==> src/rtl/pe_arb_pkg.sv <==
package pe_arb_pkg;

    localparam int CMD_W = 4;

    typedef enum logic [CMD_W-1:0] {
        CMD_ARRAY_READ   = 4'd0,
        CMD_PROGRAM      = 4'd1,
        CMD_SUB_ERASE    = 4'd2,
        CMD_SEC_ERASE    = 4'd3,
        CMD_BULK_ERASE   = 4'd4,
        CMD_OTP_PROGRAM  = 4'd5,
        CMD_STATUS_WRITE = 4'd6,
        CMD_NVCFG_WRITE  = 4'd7,
        CMD_SUSPEND      = 4'd8,
        CMD_RESUME       = 4'd9,
        CMD_POLL_STATUS  = 4'd10,
        CMD_POLL_FLAG    = 4'd11
    } cmd_kind_e;

    typedef enum logic [1:0] {
        ST_IDLE = 2'd0,
        ST_RUN  = 2'd1,
        ST_SUSP = 2'd2
    } cyc_state_e;

    typedef struct packed {
        logic is_read;
        logic is_start;
        logic start_susp;
        logic is_suspend;
        logic is_resume;
        logic is_poll_status;
        logic is_poll_flag;
    } cmd_class_t;

    typedef struct packed {
        logic accept;
        logic ignore;
        logic resp_bit;
        logic tmr_start;
        logic tmr_pause;
        logic tmr_resume;
    } decision_t;

    function automatic cmd_class_t classify(input logic [CMD_W-1:0] code);
        cmd_class_t c;
        c = '0;
        case (cmd_kind_e'(code))
            CMD_ARRAY_READ: c.is_read = 1'b1;
            CMD_PROGRAM, CMD_SUB_ERASE, CMD_SEC_ERASE: begin
                c.is_start   = 1'b1;
                c.start_susp = 1'b1;
            end
            CMD_BULK_ERASE, CMD_OTP_PROGRAM,
            CMD_STATUS_WRITE, CMD_NVCFG_WRITE: c.is_start = 1'b1;
            CMD_SUSPEND:     c.is_suspend     = 1'b1;
            CMD_RESUME:      c.is_resume      = 1'b1;
            CMD_POLL_STATUS: c.is_poll_status = 1'b1;
            CMD_POLL_FLAG:   c.is_poll_flag   = 1'b1;
            default: ;
        endcase
        return c;
    endfunction

endpackage

==> src/rtl/pe_arb_decode.sv <==
module pe_arb_decode
    import pe_arb_pkg::*;
(
    input  logic             valid_i,
    input  logic [CMD_W-1:0] code_i,
    output cmd_class_t       cls_o
);

    assign cls_o = valid_i ? classify(code_i) : '0;

endmodule

==> src/rtl/pe_arb_cycle_fsm.sv <==
module pe_arb_cycle_fsm
    import pe_arb_pkg::*;
(
    input  logic       clk,
    input  logic       rst,
    input  logic       valid_i,
    input  cmd_class_t cls_i,
    input  logic       done_i,
    output cyc_state_e state_o,
    output decision_t  dec_o
);

    cyc_state_e state_q, state_d;
    logic       susp_ok_q, susp_ok_d;
    logic       is_poll;

    assign is_poll = cls_i.is_poll_status | cls_i.is_poll_flag;

    always_comb begin
        state_d   = state_q;
        susp_ok_d = susp_ok_q;
        dec_o     = '0;
        unique case (state_q)
            ST_IDLE: begin
                if (cls_i.is_start) begin
                    state_d         = ST_RUN;
                    susp_ok_d       = cls_i.start_susp;
                    dec_o.accept    = 1'b1;
                    dec_o.tmr_start = 1'b1;
                end else if (cls_i.is_read || is_poll) begin
                    dec_o.accept   = 1'b1;
                    dec_o.resp_bit = cls_i.is_poll_flag;
                end else if (valid_i) begin
                    dec_o.ignore = 1'b1;
                end
            end
            ST_RUN: begin
                if (done_i) state_d = ST_IDLE;
                if (is_poll) begin
                    dec_o.accept   = 1'b1;
                    dec_o.resp_bit = cls_i.is_poll_status;
                end else if (cls_i.is_suspend && susp_ok_q && !done_i) begin
                    state_d         = ST_SUSP;
                    dec_o.accept    = 1'b1;
                    dec_o.tmr_pause = 1'b1;
                end else if (valid_i) begin
                    dec_o.ignore = 1'b1;
                end
            end
            ST_SUSP: begin
                if (cls_i.is_resume) begin
                    state_d          = ST_RUN;
                    dec_o.accept     = 1'b1;
                    dec_o.tmr_resume = 1'b1;
                end else if (cls_i.is_read || is_poll) begin
                    dec_o.accept   = 1'b1;
                    dec_o.resp_bit = cls_i.is_poll_flag;
                end else if (valid_i) begin
                    dec_o.ignore = 1'b1;
                end
            end
            default: state_d = ST_IDLE;
        endcase
    end

    always_ff @(posedge clk) begin
        if (rst) begin
            state_q   <= ST_IDLE;
            susp_ok_q <= 1'b0;
        end else begin
            state_q   <= state_d;
            susp_ok_q <= susp_ok_d;
        end
    end

    assign state_o = state_q;

    // a non-pausable running cycle never enters suspend
    p_hold_nonsusp_r6: assert property (@(posedge clk) disable iff (rst)
        (state_q == ST_RUN && !susp_ok_q) |=> (state_q != ST_SUSP));

    // only resume leaves the suspended state
    p_susp_hold_r9: assert property (@(posedge clk) disable iff (rst)
        (state_q == ST_SUSP && !cls_i.is_resume) |=> (state_q == ST_SUSP));

    // done while running always ends the cycle
    p_done_idle_r10: assert property (@(posedge clk) disable iff (rst)
        (state_q == ST_RUN && done_i) |=> (state_q == ST_IDLE));

endmodule

==> src/rtl/pe_arb_resp_reg.sv <==
module pe_arb_resp_reg
    import pe_arb_pkg::*;
(
    input  logic      clk,
    input  logic      rst,
    input  decision_t dec_i,
    output decision_t dec_o
);

    decision_t dec_q;

    always_ff @(posedge clk) begin
        if (rst) dec_q <= '0;
        else     dec_q <= dec_i;
    end

    assign dec_o = dec_q;

endmodule

==> src/rtl/pe_suspend_arbiter.sv <==
module pe_suspend_arbiter
    import pe_arb_pkg::*;
(
    input  logic             clk,
    input  logic             rst,
    input  logic             cmd_valid_i,
    input  logic [CMD_W-1:0] cmd_code_i,
    input  logic             tmr_done_i,
    output logic             busy_o,
    output logic             suspended_o,
    output logic             ready_o,
    output logic             accept_o,
    output logic             ignore_o,
    output logic             resp_bit_o,
    output logic             tmr_start_o,
    output logic             tmr_pause_o,
    output logic             tmr_resume_o
);

    cmd_class_t cls;
    cyc_state_e state;
    decision_t  dec_now, dec_reg;

    pe_arb_decode u_decode (
        .valid_i (cmd_valid_i),
        .code_i  (cmd_code_i),
        .cls_o   (cls)
    );

    pe_arb_cycle_fsm u_fsm (
        .clk     (clk),
        .rst     (rst),
        .valid_i (cmd_valid_i),
        .cls_i   (cls),
        .done_i  (tmr_done_i),
        .state_o (state),
        .dec_o   (dec_now)
    );

    pe_arb_resp_reg u_resp (
        .clk   (clk),
        .rst   (rst),
        .dec_i (dec_now),
        .dec_o (dec_reg)
    );

    assign busy_o       = (state == ST_RUN);
    assign suspended_o  = (state == ST_SUSP);
    assign ready_o      = ~busy_o;
    assign accept_o     = dec_reg.accept;
    assign ignore_o     = dec_reg.ignore;
    assign resp_bit_o   = dec_reg.resp_bit;
    assign tmr_start_o  = dec_reg.tmr_start;
    assign tmr_pause_o  = dec_reg.tmr_pause;
    assign tmr_resume_o = dec_reg.tmr_resume;

    // one verdict per valid command
    p_one_verdict_r11: assert property (@(posedge clk) disable iff (rst)
        cmd_valid_i |=> (accept_o ^ ignore_o));

    // entering suspend comes with a pause pulse
    p_pause_rise_r5: assert property (@(posedge clk) disable iff (rst)
        $rose(suspended_o) |-> tmr_pause_o);

    // resume pulse coincides with running again
    p_resume_run_r7: assert property (@(posedge clk) disable iff (rst)
        tmr_resume_o |-> busy_o);

    // start pulse coincides with busy
    p_start_run_r2: assert property (@(posedge clk) disable iff (rst)
        tmr_start_o |-> busy_o);

    // suspend/resume from idle is ignored
    p_idle_quiet_r8: assert property (@(posedge clk) disable iff (rst)
        (!busy_o && !suspended_o && cmd_valid_i &&
         (cmd_code_i == CMD_SUSPEND || cmd_code_i == CMD_RESUME))
        |=> (ignore_o && !tmr_pause_o && !tmr_resume_o));

endmodule

==> config.mk <==
export PLATFORM = sky130hd
export DESIGN_NAME = pe_suspend_arbiter
export DESIGN_NICKNAME = d
export VERILOG_FILES = /design/src/rtl/pe_arb_pkg.sv /design/src/rtl/pe_arb_decode.sv /design/src/rtl/pe_arb_cycle_fsm.sv /design/src/rtl/pe_arb_resp_reg.sv /design/src/rtl/pe_suspend_arbiter.sv
export SDC_FILE = /design/constraint.sdc
export NUM_CORES = 1
export LEC_CHECK = 0
export BUFFER_PORTS_ARGS = -buffer_cell sky130_fd_sc_hd__clkbuf_2
export CORE_AREA = 10 10 47 49
export DETAILED_ROUTE_END_ITERATION = 10
export DIE_AREA = 0 0 57 59
export GPL_ROUTABILITY_DRIVEN = 0
export HOLD_SLACK_MARGIN = 0.03
export SYNTH_ARGS = -nofsm -noshare
export SYNTH_HDL_FRONTEND = slang
export SYNTH_SLANG_ARGS = --single-unit
==> constraint.sdc <==
create_clock -name clk -period 1.44 [get_ports clk]
set_input_delay 0.072 -clock clk [delete_from_list [all_inputs] [get_ports clk]]
set_output_delay 0.072 -clock clk [all_outputs]
set_load 0.01 [all_outputs]
==> impl.org <==
** Route
- Via count :: 465
- In the final routed layout, each cell accounts on average for 13.0 µm.
- Post-detailed-route count of antenna-violating nets :: 0
- The detailed router finished its first iteration with 3 violations.
- For this block, the routed nets add up to 1170 µm of wire.
- The first TritonRoute pass finished after 3 iterations.
- Number of vias per cell after detailed routing :: 5.17
- Remaining routing DRC violations :: 0

** Global routing
- The initial antenna violation count is 0.
- The first global-routing pass estimated 1910 µm of wire.
- Maximum number of pins on one net before global-route repair :: 10
- Via count of the first global-routing pass :: 459
- For this run the aggregate overflow at the end of global routing stands at 0.
- Across every metal layer, demand over resource in global routing totals 7.29%.

** Synth
- Synthesized Nets :: 63
- Synthesized area per cell :: 8.83 µm²
- The synthesized netlist occupies a cell area of 485 µm².
- Most frequent cells after synthesis :: sky130_fd_sc_hd__dfxtp_1 (9), sky130_fd_sc_hd__nor3_1 (5), sky130_fd_sc_hd__nand2_1 (4), sky130_fd_sc_hd__nor2_1 (4)
- After synthesis, flip-flops and latches occupy 37.1% of the total area.
- Yosys printed 0 warnings.
- EDFF count, synth :: 0
- Sorting the synthesized cells by area gives the leading types as sky130_fd_sc_hd__dfxtp_1 (37%), sky130_fd_sc_hd__nor3_1 (5.2%), sky130_fd_sc_hd__buf_6 (4.6%).
- Summed over all instances, the cell type with the most area after synthesis is sky130_fd_sc_hd__dfxtp_1.
- Register bit total from synthesis :: 9
- Flip-flop cell with the highest count after synthesis :: sky130_fd_sc_hd__dfxtp_1
- For this run, asynchronously set or reset flops after synthesis account for 0%.
- Yosys instantiated no cell more often than sky130_fd_sc_hd__dfxtp_1.
- Post-synth cell types :: 31
- Cells after synthesis :: 55
- Area share of the largest cell type after synthesis :: 37.1%

** Clock network
- TritonCTS clock tree :: done
- For this design, the CTS-stage hold fixing added 0 buffers.
- Post-CTS setup buffers :: 0
- The cell sitting at the root of the clock tree is a sky130_fd_sc_hd__clkbuf_4.
- Counting every sink on the clock net gives 9.
- Clock transition at the register clock pins on the worst setup and hold paths after CTS :: 60 ps
- In this run the deepest clock path goes through 2 buffers.
- Once the clock tree was built, the resizer swapped 0 gates to a different size.
- Number of H-tree branching levels :: 1
- Number of buffers created by CTS :: 3
- For the worst-skew pair, the clock arrives at the later sink with an insertion delay of 260 ps.

** Floorplan
- Initial Util :: 34.6%
- Count of boundary I/O pins :: 17
- The floorplan step set the die width to 57 µm.
- Die outline area :: 0.00336 mm²
- Core Footprint :: 0.00140 mm²
- From bottom edge to top edge, the die measures 59 µm.
- FP Rows :: 14

** Placement
- Once placement finished, the instance area stood at 571 µm².
- Number of I/O port buffers :: 16
- HPWL after DPL :: 936 µm
- Number of instances in the placed design :: 86

** Timing
- Slew at the pin closest to its max-slew limit :: 444 ps
- The number of max-slew violations in the final report was 0.
- RSZ-0062 raised after global routing :: no
- Headroom to the max-slew limit :: 70.1%
- Setup violations remaining at the end of the flow were counted as 0.
- The final hold violation count was 0.
- The clock period could shrink to 1300 ps.
- Worst-case clock skew :: 1.84 ps
- Setup tns final :: 0 ps
- Final Cycle Share :: 90.4%
- Maximum achievable frequency :: 768 MHz

** Power and ir drop
- Combinational logic is responsible for 15.5% of the overall power.
- Largest voltage drop on the vdd net :: 0.556 mV
- The clock network accounts for 35.5% of the total power.
- Sequential share of power :: 49.0%
- Total power consumption of the routed design :: 0.535 mW
- Design internal power :: 0.401 mW
- For this design the total switching power over the nets is 0.134 mW.
- PD cells :: 896 mW/mm²
- Of the total power, the share spent switching nets is 25.1%.
- Summed over all cells, the static leakage comes to 0.271 nW.

** Critical path
- The worst setup path is launched from a flop.
- Arrival time at the worst endpoint :: 1230 ps
- Data on the critical path is required at its endpoint by 1370 ps.
- STA classifies the critical path endpoint as an output port.
- Of all nets on the critical path, the largest fanout is 7.
- The critical path is of the reg2out type.

** Cells and area
- Fillers :: 154
- Leaving out filler cells and counting taps, the final layout contains 90.
- The final layout contains 83 nets.
- 0 antenna diodes ended up in the layout.
- The post-route netlist has 32.4% of its cells at a drive strength greater than 1.
- Area growth from synthesis to layout :: 22.9%
- The finished cells cover 597 µm².

** Outcome
- The flow ran to the end, and the final reports show no timing, DRC or antenna violations.

** Min path
- In this run the worst hold path is classified as in2reg.

** Run
- Max-cap violations in this run came to 0.
-- flip-flops by register name, summed over array words and instances, names as in the netlist --
signal	flops
u_fsm.state_o	2
u_resp.dec_o	6
u_fsm.susp_ok_q	1
-- worst max-delay path, cell delays in order, from the launching register on --
cell and delay, ps:
sky130_fd_sc_hd__dfxtp_1 430, sky130_fd_sc_hd__nor2b_1 270, sky130_fd_sc_hd__buf_4 160, sky130_fd_sc_hd__clkbuf_2 120
-- kinds of logic after synthesis --
kind of cell    Yosys count  share of synthesized area [%]
simple gates             27                           32.2
flops                     9                           37.1
buf+inv                   6                           8.51
mux                       1                           2.06
compound gates           12                           20.1
-- worst paths after layout --
| check | from | to | slack (ps) | depth (start not counted) |
|---|---|---|---|---|
| hold reg to reg | u_fsm.susp_ok_q | u_fsm.susp_ok_q | 500 | 2 |
| setup reg to reg | u_fsm.state_o[0] | u_fsm.susp_ok_q | 220 | 3 |
| hold / removal | rst | u_resp.dec_o[1] | 100 | 2 |
| setup / recovery | u_fsm.state_o[1] | suspended_o | 140 | 3 |
-- layout by cell type, fill, tap and decap left out, drive strengths merged, types with 2 or more instances in the layout --
cell type	netlist	layout
buf	3	2
clkbuf	0	20
inv	3	3
dfxtp	9	9
nor2	4	4
nor3	5	5
nand2b	3	3
nand2	4	4
nand3b	2	2
-- per-stage QoR --
step | setup slack, ps | util [%] | hold slack [ps]
3_3_place_gp | 157 | 40.7 | 354
4_1_cts | 136 | 42.6 | 87.4
5_1_grt | 31.5 | 42.6 | 115
3_5_place_dp | 143 | 40.7 | 353
6_report | 138 | 42.6 | 95.3
2_1_floorplan | 242 | - | 246
-- power groups by stage --
stage	clock, mW	combinational, mW	sequential [mW]
global route	0.217	0.0931	0.263
floorplan	0	0.0554	0.267
detailed placement	0	0.0831	0.268
finish	0.190	0.0827	0.262
global placement	0	0.0827	0.268
CTS	0.200	0.0834	0.262
-- per-layer routing --
layer | track usage [%] | up-vias | wire length [µm]
li1 | - | 239 | -
met1 | 6.72 | 208 | 461
met2 | 11.8 | 14 | 570
met3 | 5.15 | 4 | 106
met4 | 4.03 | 0 | 27
met5 | 0 | - | 0
-- layout make-up --
type	count	area [µm²]	share of cell area [%]
Multi-Input combinational cell	40	264	44.2
Sequential cell	9	180	30.2
Timing Repair Buffer	18	95.1	15.9
Clock buffer	4	26.3	4.40
Tap cell	16	20.0	3.35
Inverter	3	11.3	1.89
No activity file was read; power rests on OpenSTA's default activity.
